==> config.mk <==
export PLATFORM = sky130hd
export DESIGN_NAME = nor_pio_byte_access
export DESIGN_NICKNAME = d
export VERILOG_FILES = /design/src/rtl/nor_pio_pkg.sv /design/src/rtl/nor_pio_regs.sv /design/src/rtl/nor_pio_frame.sv /design/src/rtl/nor_pio_phy.sv /design/src/rtl/nor_pio_byte_access.sv
export SDC_FILE = /design/constraint.sdc
export NUM_CORES = 1
export LEC_CHECK = 0
export ABC_AREA = 0
export BUFFER_PORTS_ARGS = -buffer_cell sky130_fd_sc_hd__buf_2
export CORE_MARGIN = 5
export CORE_UTILIZATION = 62
export DETAILED_ROUTE_END_ITERATION = 6
export PLACE_DENSITY_LB_ADDON = 0.05
export REMOVE_ABC_BUFFERS = 1
export SYNTH_ARGS = -nofsm -noshare
export SYNTH_HDL_FRONTEND = slang
export SYNTH_SLANG_ARGS = --single-unit
==> constraint.sdc <==
create_clock -name clk -period 4.2 [get_ports clk]
set_input_delay 1.05 -clock clk [delete_from_list [all_inputs] [get_ports clk]]
set_output_delay 1.05 -clock clk [all_outputs]
set_load 0.01 [all_outputs]
==> src/rtl/nor_pio_pkg.sv <==
package nor_pio_pkg;

  localparam logic [7:0] CMD_PIO_RD = 8'h81;
  localparam logic [7:0] CMD_PIO_WR = 8'h90;

  localparam logic [7:0] OP_READ = 8'h03;
  localparam logic [7:0] OP_FAST = 8'h0B;
  localparam logic [7:0] OP_PROG = 8'h02;

  localparam int FRAME_W = 48;
  localparam int CNT_W   = 6;

  localparam logic [CNT_W-1:0] BITS_PLAIN = 6'd40;
  localparam logic [CNT_W-1:0] BITS_FAST  = 6'd48;

  typedef enum logic [3:0] {
    RA_CMD   = 4'd0,
    RA_ADR0  = 4'd1,
    RA_ADR1  = 4'd2,
    RA_ADR2  = 4'd3,
    RA_ADR3  = 4'd4,
    RA_WDATA = 4'd5,
    RA_RDATA = 4'd6,
    RA_CFG   = 4'd7
  } reg_addr_e;

  typedef enum logic [1:0] {
    PH_IDLE = 2'd0,
    PH_LOW  = 2'd1,
    PH_HIGH = 2'd2
  } phase_e;

endpackage

==> src/rtl/nor_pio_regs.sv <==
module nor_pio_regs
  import nor_pio_pkg::*;
#(
  parameter int ADDR_W = 32
) (
  input  logic              clk,
  input  logic              rst_n,
  input  logic              bus_wr,
  input  logic [3:0]        bus_addr,
  input  logic [7:0]        bus_wdata,
  output logic [7:0]        bus_rdata,
  input  logic              frame_done,
  input  logic [7:0]        rx_byte,
  output logic [7:0]        cmd,
  output logic [ADDR_W-1:0] flash_addr,
  output logic [7:0]        wr_byte,
  output logic              fast_rd
);

  localparam int NBYTES = ADDR_W / 8;

  logic [7:0]        cmd_q,   cmd_n;
  logic [ADDR_W-1:0] addr_q,  addr_n;
  logic [7:0]        wdata_q, wdata_n;
  logic [7:0]        rdata_q, rdata_n;
  logic              fast_q,  fast_n;
  logic              busy;
  logic              wr_ok;

  assign busy  = (cmd_q != 8'h00);
  assign wr_ok = bus_wr && !busy;

  // command register: legal codes only, cleared when the frame ends
  always_comb begin
    cmd_n = cmd_q;
    if (frame_done) begin
      cmd_n = 8'h00;
    end else if (wr_ok && bus_addr == RA_CMD &&
                 (bus_wdata == CMD_PIO_RD || bus_wdata == CMD_PIO_WR)) begin
      cmd_n = bus_wdata;
    end
  end

  // address counter with byte write lanes
  always_comb begin
    addr_n = addr_q;
    if (frame_done) begin
      addr_n = addr_q + {{(ADDR_W-1){1'b0}}, 1'b1};
    end else if (wr_ok) begin
      for (int b = 0; b < NBYTES; b++) begin
        if (bus_addr == 4'(int'(RA_ADR0) + b)) begin
          addr_n[b*8 +: 8] = bus_wdata;
        end
      end
    end
  end

  always_comb begin
    wdata_n = wdata_q;
    fast_n  = fast_q;
    rdata_n = rdata_q;
    if (wr_ok && bus_addr == RA_WDATA) wdata_n = bus_wdata;
    if (wr_ok && bus_addr == RA_CFG)   fast_n  = bus_wdata[0];
    if (frame_done && cmd_q == CMD_PIO_RD) rdata_n = rx_byte;
  end

  always_ff @(posedge clk or negedge rst_n) begin
    if (!rst_n) begin
      cmd_q   <= 8'h00;
      addr_q  <= '0;
      wdata_q <= 8'h00;
      rdata_q <= 8'h00;
      fast_q  <= 1'b0;
    end else begin
      cmd_q   <= cmd_n;
      addr_q  <= addr_n;
      wdata_q <= wdata_n;
      rdata_q <= rdata_n;
      fast_q  <= fast_n;
    end
  end

  always_comb begin
    bus_rdata = 8'h00;
    case (reg_addr_e'(bus_addr))
      RA_CMD:   bus_rdata = cmd_q;
      RA_ADR0:  bus_rdata = addr_q[7:0];
      RA_ADR1:  bus_rdata = addr_q[15:8];
      RA_ADR2:  bus_rdata = addr_q[23:16];
      RA_ADR3:  bus_rdata = addr_q[31:24];
      RA_WDATA: bus_rdata = wdata_q;
      RA_RDATA: bus_rdata = rdata_q;
      RA_CFG:   bus_rdata = {7'h00, fast_q};
      default:  bus_rdata = 8'h00;
    endcase
  end

  assign cmd        = cmd_q;
  assign flash_addr = addr_q;
  assign wr_byte    = wdata_q;
  assign fast_rd    = fast_q;

  p_addr_step_r6: assert property (@(posedge clk) disable iff (!rst_n)
    frame_done |=> addr_q == $past(addr_q) + {{(ADDR_W-1){1'b0}}, 1'b1});

  p_busy_lock_r8: assert property (@(posedge clk) disable iff (!rst_n)
    (busy && !frame_done && bus_wr) |=>
      (addr_q == $past(addr_q) && wdata_q == $past(wdata_q) &&
       fast_q == $past(fast_q) && cmd_q == $past(cmd_q)));

  p_cmd_clear_r5: assert property (@(posedge clk) disable iff (!rst_n)
    frame_done |=> cmd_q == 8'h00);

endmodule

==> src/rtl/nor_pio_frame.sv <==
module nor_pio_frame
  import nor_pio_pkg::*;
(
  input  logic               clk,
  input  logic               rst_n,
  input  logic [7:0]         cmd,
  input  logic               fast_rd,
  input  logic [23:0]        addr_lo,
  input  logic [7:0]         wr_byte,
  input  logic               frame_done,
  output logic               start,
  output logic [FRAME_W-1:0] tx_bits,
  output logic [CNT_W-1:0]   n_bits
);

  logic run_q, run_n;

  assign start = !run_q && (cmd != 8'h00);

  always_comb begin
    run_n = run_q;
    if (start)           run_n = 1'b1;
    else if (frame_done) run_n = 1'b0;
  end

  always_ff @(posedge clk or negedge rst_n) begin
    if (!rst_n) run_q <= 1'b0;
    else        run_q <= run_n;
  end

  // frame image, MSB first; trailing bits are don't-care while data comes in
  always_comb begin
    tx_bits = '0;
    n_bits  = BITS_PLAIN;
    if (cmd == CMD_PIO_WR) begin
      tx_bits = {OP_PROG, addr_lo, wr_byte, 8'h00};
    end else if (fast_rd) begin
      tx_bits = {OP_FAST, addr_lo, 16'h0000};
      n_bits  = BITS_FAST;
    end else begin
      tx_bits = {OP_READ, addr_lo, 16'h0000};
    end
  end

  p_done_in_run_r5: assert property (@(posedge clk) disable iff (!rst_n)
    frame_done |-> run_q);

endmodule

==> src/rtl/nor_pio_phy.sv <==
module nor_pio_phy
  import nor_pio_pkg::*;
#(
  parameter int HALF_DIV = 2
) (
  input  logic               clk,
  input  logic               rst_n,
  input  logic               start,
  input  logic [FRAME_W-1:0] tx_bits,
  input  logic [CNT_W-1:0]   n_bits,
  output logic               frame_done,
  output logic [7:0]         rx_byte,
  output logic               spi_sclk,
  output logic               spi_cs_n,
  output logic               spi_mosi,
  input  logic               spi_miso
);

  localparam int DIV_W = (HALF_DIV > 1) ? $clog2(HALF_DIV) : 1;
  localparam logic [DIV_W-1:0] DIV_TOP = DIV_W'(HALF_DIV - 1);

  phase_e             ph_q,  ph_n;
  logic [DIV_W-1:0]   div_q, div_n;
  logic [CNT_W-1:0]   cnt_q, cnt_n;
  logic [FRAME_W-1:0] sh_q,  sh_n;
  logic [7:0]         rx_q,  rx_n;
  logic               tick;

  assign tick = (div_q == DIV_TOP);

  always_comb begin
    ph_n  = ph_q;
    div_n = div_q;
    cnt_n = cnt_q;
    sh_n  = sh_q;
    rx_n  = rx_q;
    case (ph_q)
      PH_IDLE: begin
        if (start) begin
          ph_n  = PH_LOW;
          div_n = '0;
          cnt_n = n_bits;
          sh_n  = tx_bits;
        end
      end
      PH_LOW: begin
        if (tick) begin
          ph_n  = PH_HIGH;
          div_n = '0;
          rx_n  = {rx_q[6:0], spi_miso};
        end else begin
          div_n = div_q + DIV_W'(1);
        end
      end
      PH_HIGH: begin
        if (tick) begin
          div_n = '0;
          sh_n  = {sh_q[FRAME_W-2:0], 1'b0};
          cnt_n = cnt_q - CNT_W'(1);
          ph_n  = (cnt_q == CNT_W'(1)) ? PH_IDLE : PH_LOW;
        end else begin
          div_n = div_q + DIV_W'(1);
        end
      end
      default: ph_n = PH_IDLE;
    endcase
  end

  always_ff @(posedge clk or negedge rst_n) begin
    if (!rst_n) begin
      ph_q  <= PH_IDLE;
      div_q <= '0;
      cnt_q <= '0;
      sh_q  <= '0;
      rx_q  <= 8'h00;
    end else begin
      ph_q  <= ph_n;
      div_q <= div_n;
      cnt_q <= cnt_n;
      sh_q  <= sh_n;
      rx_q  <= rx_n;
    end
  end

  assign frame_done = (ph_q == PH_HIGH) && tick && (cnt_q == CNT_W'(1));
  assign rx_byte    = rx_q;
  assign spi_sclk   = (ph_q == PH_HIGH);
  assign spi_cs_n   = (ph_q == PH_IDLE);
  assign spi_mosi   = (ph_q != PH_IDLE) && sh_q[FRAME_W-1];

  p_sclk_idle_r9: assert property (@(posedge clk) disable iff (!rst_n)
    spi_cs_n |-> !spi_sclk);

  p_mosi_hold_r2: assert property (@(posedge clk) disable iff (!rst_n)
    (spi_sclk && !frame_done && !tick) |=> $stable(spi_mosi));

endmodule

==> src/rtl/nor_pio_byte_access.sv <==
module nor_pio_byte_access
  import nor_pio_pkg::*;
#(
  parameter int HALF_DIV = 2,
  parameter int ADDR_W   = 32
) (
  input  logic       clk,
  input  logic       rst_n,
  input  logic       bus_wr,
  input  logic [3:0] bus_addr,
  input  logic [7:0] bus_wdata,
  output logic [7:0] bus_rdata,
  output logic       spi_sclk,
  output logic       spi_cs_n,
  output logic       spi_mosi,
  input  logic       spi_miso
);

  logic               rst_meta, rst_sync_n;
  logic [7:0]         cmd;
  logic [ADDR_W-1:0]  flash_addr;
  logic [7:0]         wr_byte;
  logic               fast_rd;
  logic               start;
  logic               frame_done;
  logic [7:0]         rx_byte;
  logic [FRAME_W-1:0] tx_bits;
  logic [CNT_W-1:0]   n_bits;

  // asynchronous assert, synchronous release
  always_ff @(posedge clk or negedge rst_n) begin
    if (!rst_n) begin
      rst_meta   <= 1'b0;
      rst_sync_n <= 1'b0;
    end else begin
      rst_meta   <= 1'b1;
      rst_sync_n <= rst_meta;
    end
  end

  nor_pio_regs #(.ADDR_W(ADDR_W)) u_regs (
    .clk        (clk),
    .rst_n      (rst_sync_n),
    .bus_wr     (bus_wr),
    .bus_addr   (bus_addr),
    .bus_wdata  (bus_wdata),
    .bus_rdata  (bus_rdata),
    .frame_done (frame_done),
    .rx_byte    (rx_byte),
    .cmd        (cmd),
    .flash_addr (flash_addr),
    .wr_byte    (wr_byte),
    .fast_rd    (fast_rd)
  );

  nor_pio_frame u_frame (
    .clk        (clk),
    .rst_n      (rst_sync_n),
    .cmd        (cmd),
    .fast_rd    (fast_rd),
    .addr_lo    (flash_addr[23:0]),
    .wr_byte    (wr_byte),
    .frame_done (frame_done),
    .start      (start),
    .tx_bits    (tx_bits),
    .n_bits     (n_bits)
  );

  nor_pio_phy #(.HALF_DIV(HALF_DIV)) u_phy (
    .clk        (clk),
    .rst_n      (rst_sync_n),
    .start      (start),
    .tx_bits    (tx_bits),
    .n_bits     (n_bits),
    .frame_done (frame_done),
    .rx_byte    (rx_byte),
    .spi_sclk   (spi_sclk),
    .spi_cs_n   (spi_cs_n),
    .spi_mosi   (spi_mosi),
    .spi_miso   (spi_miso)
  );

endmodule

==> flow_summary.json <==
{
  "core_region_area_sq_mm": 0.00986,
  "die_h_um": 111,
  "finalPower_w": 0.00459,
  "path_buf_inv": 2,
  "synthFlopType": "dfrtp_1",
  "cts_hold_buf": 0,
  "cp_slowest_cell": "nor4_2",
  "netlist_area_sq_mm": 0.00632,
  "drt_iter0_markers": 542,
  "syn2layout_area_growth_pct": 13.6,
  "max_cap_viol_count": 0,
  "gp_congestion": 0.927,
  "clockBufferDepth": 2,
  "min_period_over_period_pct": 85.2,
  "yosysTopAreaCellShare_pct": 46.3,
  "finalHoldWorstSlack_ns": 0.297,
  "crit_type": "in2out",
  "hold_viol": 0,
  "post-dp-hpwl_um": 12400,
  "yosysMostFrequentCell": "dfrtp_1",
  "drc": 0,
  "io_pins": 27,
  "post_cts_resized": 0,
  "r2r-start": "u_phy.ph_q[0]$_DFFE_PN0P_",
  "cts_buffers": 17,
  "grt_max_degree": 54,
  "start_util_pct": 64.1,
  "outcome": "complete, no violations",
  "yosys_warnings": 0,
  "fin_nets": 694,
  "clockRootBuffer": "clkbuf_8",
  "rr_endpoint": "u_regs.flash_addr[18]$_DFFE_PN0P_",
  "synthTopCellsByArea": "dfrtp_1, mux2i_1, nand2_1, mux2_2, o21ai_0",
  "htreeDepth": 4,
  "synth_largest_area_cell": "dfrtp_1",
  "grt_pass1_vias": 5340,
  "path_delay_family": "simple AND/OR/NAND/NOR gates",
  "ys_types": 72,
  "vdd_drop_max_uv": 516,
  "crit_required_ns": 3.15,
  "cp-end-kind": "output pin",
  "worst_slew_pin_slew_ns": 0.933,
  "synthCells": 655,
  "track_usage_pct": 29.7,
  "clkLatencyLatePin_ns": 0.53,
  "fp.dieW_um": 111,
  "skew_ns": 0.00612,
  "worstPathArrival_ns": 2.53,
  "antenna_cells": 0,
  "synth_seq_cells": 117,
  "leakage_nw": 3.09,
  "wl_um": 17600,
  "grt_pass1_wl_um": 28700,
  "worst_r2r_path_depth": 8,
  "timing.fmax_ghz": 0.280,
  "die-area_sq_mm": 0.0123,
  "synth_edf_count": 0,
  "r2r_slack_ns": 1.43,
  "postRouteAntennaNets": 0,
  "cts_tree": "yes",
  "rows": 36,
  "power_density_mw_per_mm2": 639,
  "ys_top_cells_by_count": "dfrtp_1, nand2_1, o21ai_0, nor2_1, mux2i_1",
  "ys_seq_area_share_pct": 46.3,
  "crit_fanout": 19,
  "rsz0062_at_grt": "no",
  "avgSynthCellArea_sq_um": 9.65,
  "via_per_inst": 6.68,
  "drive_gt1_share_pct": 16.5,
  "port_buffers": 26,
  "synthArstFlopShare_pct": 100,
  "antenna_found_initial": 0,
  "path_clk_slew_ns": 0.06,
  "wire_per_inst_um": 21.6,
  "clock_sinks": 117,
  "slew_violations": 0,
  "slew_headroom_pct": 37.4,
  "vias": 5449,
  "gr-total-overflow": 0,
  "cp_slowest_stage_delay_ns": 0.73,
  "cts_setup_buffers": 0,
  "worstHoldPathType": "in2async",
  "first_pass_iters": 5,
  "crit_chain": "buf_2, nor4_2, a222oi_1, nand2_1, buf_2",
  "crit_top_cell": "buf_2",
  "worstSetupStartpointType": "input port",
  "min_period_ns": 3.58,
  "setup_viol": 0
}
## worst max path at each step
stage | cells after the start | end | slack [ns] | from
after floorplan | 5 | u_phy.cnt_q[4]$_DFFE_PN0P_ | -0.12 | u_phy.ph_q[0]$_DFFE_PN0P_
after global placement | 5 | bus_rdata[6] | 0.75 | bus_addr[1]
after detailed placement | 5 | bus_rdata[5] | 0.64 | bus_addr[1]
after CTS | 5 | bus_rdata[4] | 0.67 | bus_addr[1]
after global routing | 5 | bus_rdata[5] | 0.46 | bus_addr[1]
final | 5 | bus_rdata[5] | 0.62 | bus_addr[1]
## routing by layer
metal  GRT usage (%)  part of all wire [%]
met2            43.2                    46
met3            9.83                   8.3
met5               0                     0
met1            41.1                    43
met4            11.9                   2.7
## registers in the layout, indices dropped and copies added (netlist names), 2 cells and up
name,cells
u_phy.cnt_q,6
u_phy.ph_q,2
u_phy.rx_byte,8
u_phy.sh_q,40
u_regs.cmd,8
u_regs.flash_addr,32
u_regs.rdata_q,8
u_regs.wr_byte,8
## cell families (layout without fill, tap and decap cells)
logic type	Yosys count	in the layout	synth area share (%)
compound gates	153	153	15.8
xor+xnor	4	4	0.554
fa+ha+maj	8	8	1.58
buf+inv	54	82	3.60
flops	117	117	46.3
mux	65	65	10.9
other cells	1	1	0.0593
simple gates	253	253	21.2
## power breakdown
group | switching, W | internal [W] | leakage (nW)
combinational | 0.000711 | 0.000496 | 1.33
sequential | 0.000368 | 0.00145 | 1.45
clock | 0.000515 | 0.00105 | 0.306
total | 0.00159 | 0.00299 | 3.09
## layout by cell type, fill, tap and decap left out, drive strengths merged, types with 7 or more instances in the layout
| cell type | instances |
|---|---|
| nand3 | 27 |
| mux2 | 28 |
| nor2 | 45 |
| ha | 8 |
| a211oi | 7 |
| clkbuf | 19 |
| mux2i | 37 |
| a21oi | 31 |
| buf | 36 |
| nand2 | 89 |
| nand4 | 14 |
| inv | 14 |
| nor4 | 9 |
| o21ai | 54 |
| nor3b | 11 |
| dfrtp | 117 |
| and3 | 12 |
| nor3 | 16 |
## metrics by stage
step	area [sq um]	cells	setup TNS [ns]	setup slack (ns)	utilization (%)
floorplan	6140	615	-4.12	-0.120	-
global placement	6540	784	0	0.751	66.2
detailed placement	6540	784	0	0.645	66.2
CTS	7180	816	0	0.671	72.8
global route	7180	816	0	0.455	72.8
finish	7180	816	0	0.623	72.8
## layout make-up
class / count / area (sq um)
inverter: 14 / 52.6
timing repair buffer: 36 / 205
multi-input combinational: 484 / 3180
clock buffer: 19 / 442
tap: 133 / 166
clock inverter: 13 / 204
fill: 718 / 2680
sequential: 117 / 2930
(Power assumes the default switching activity.)
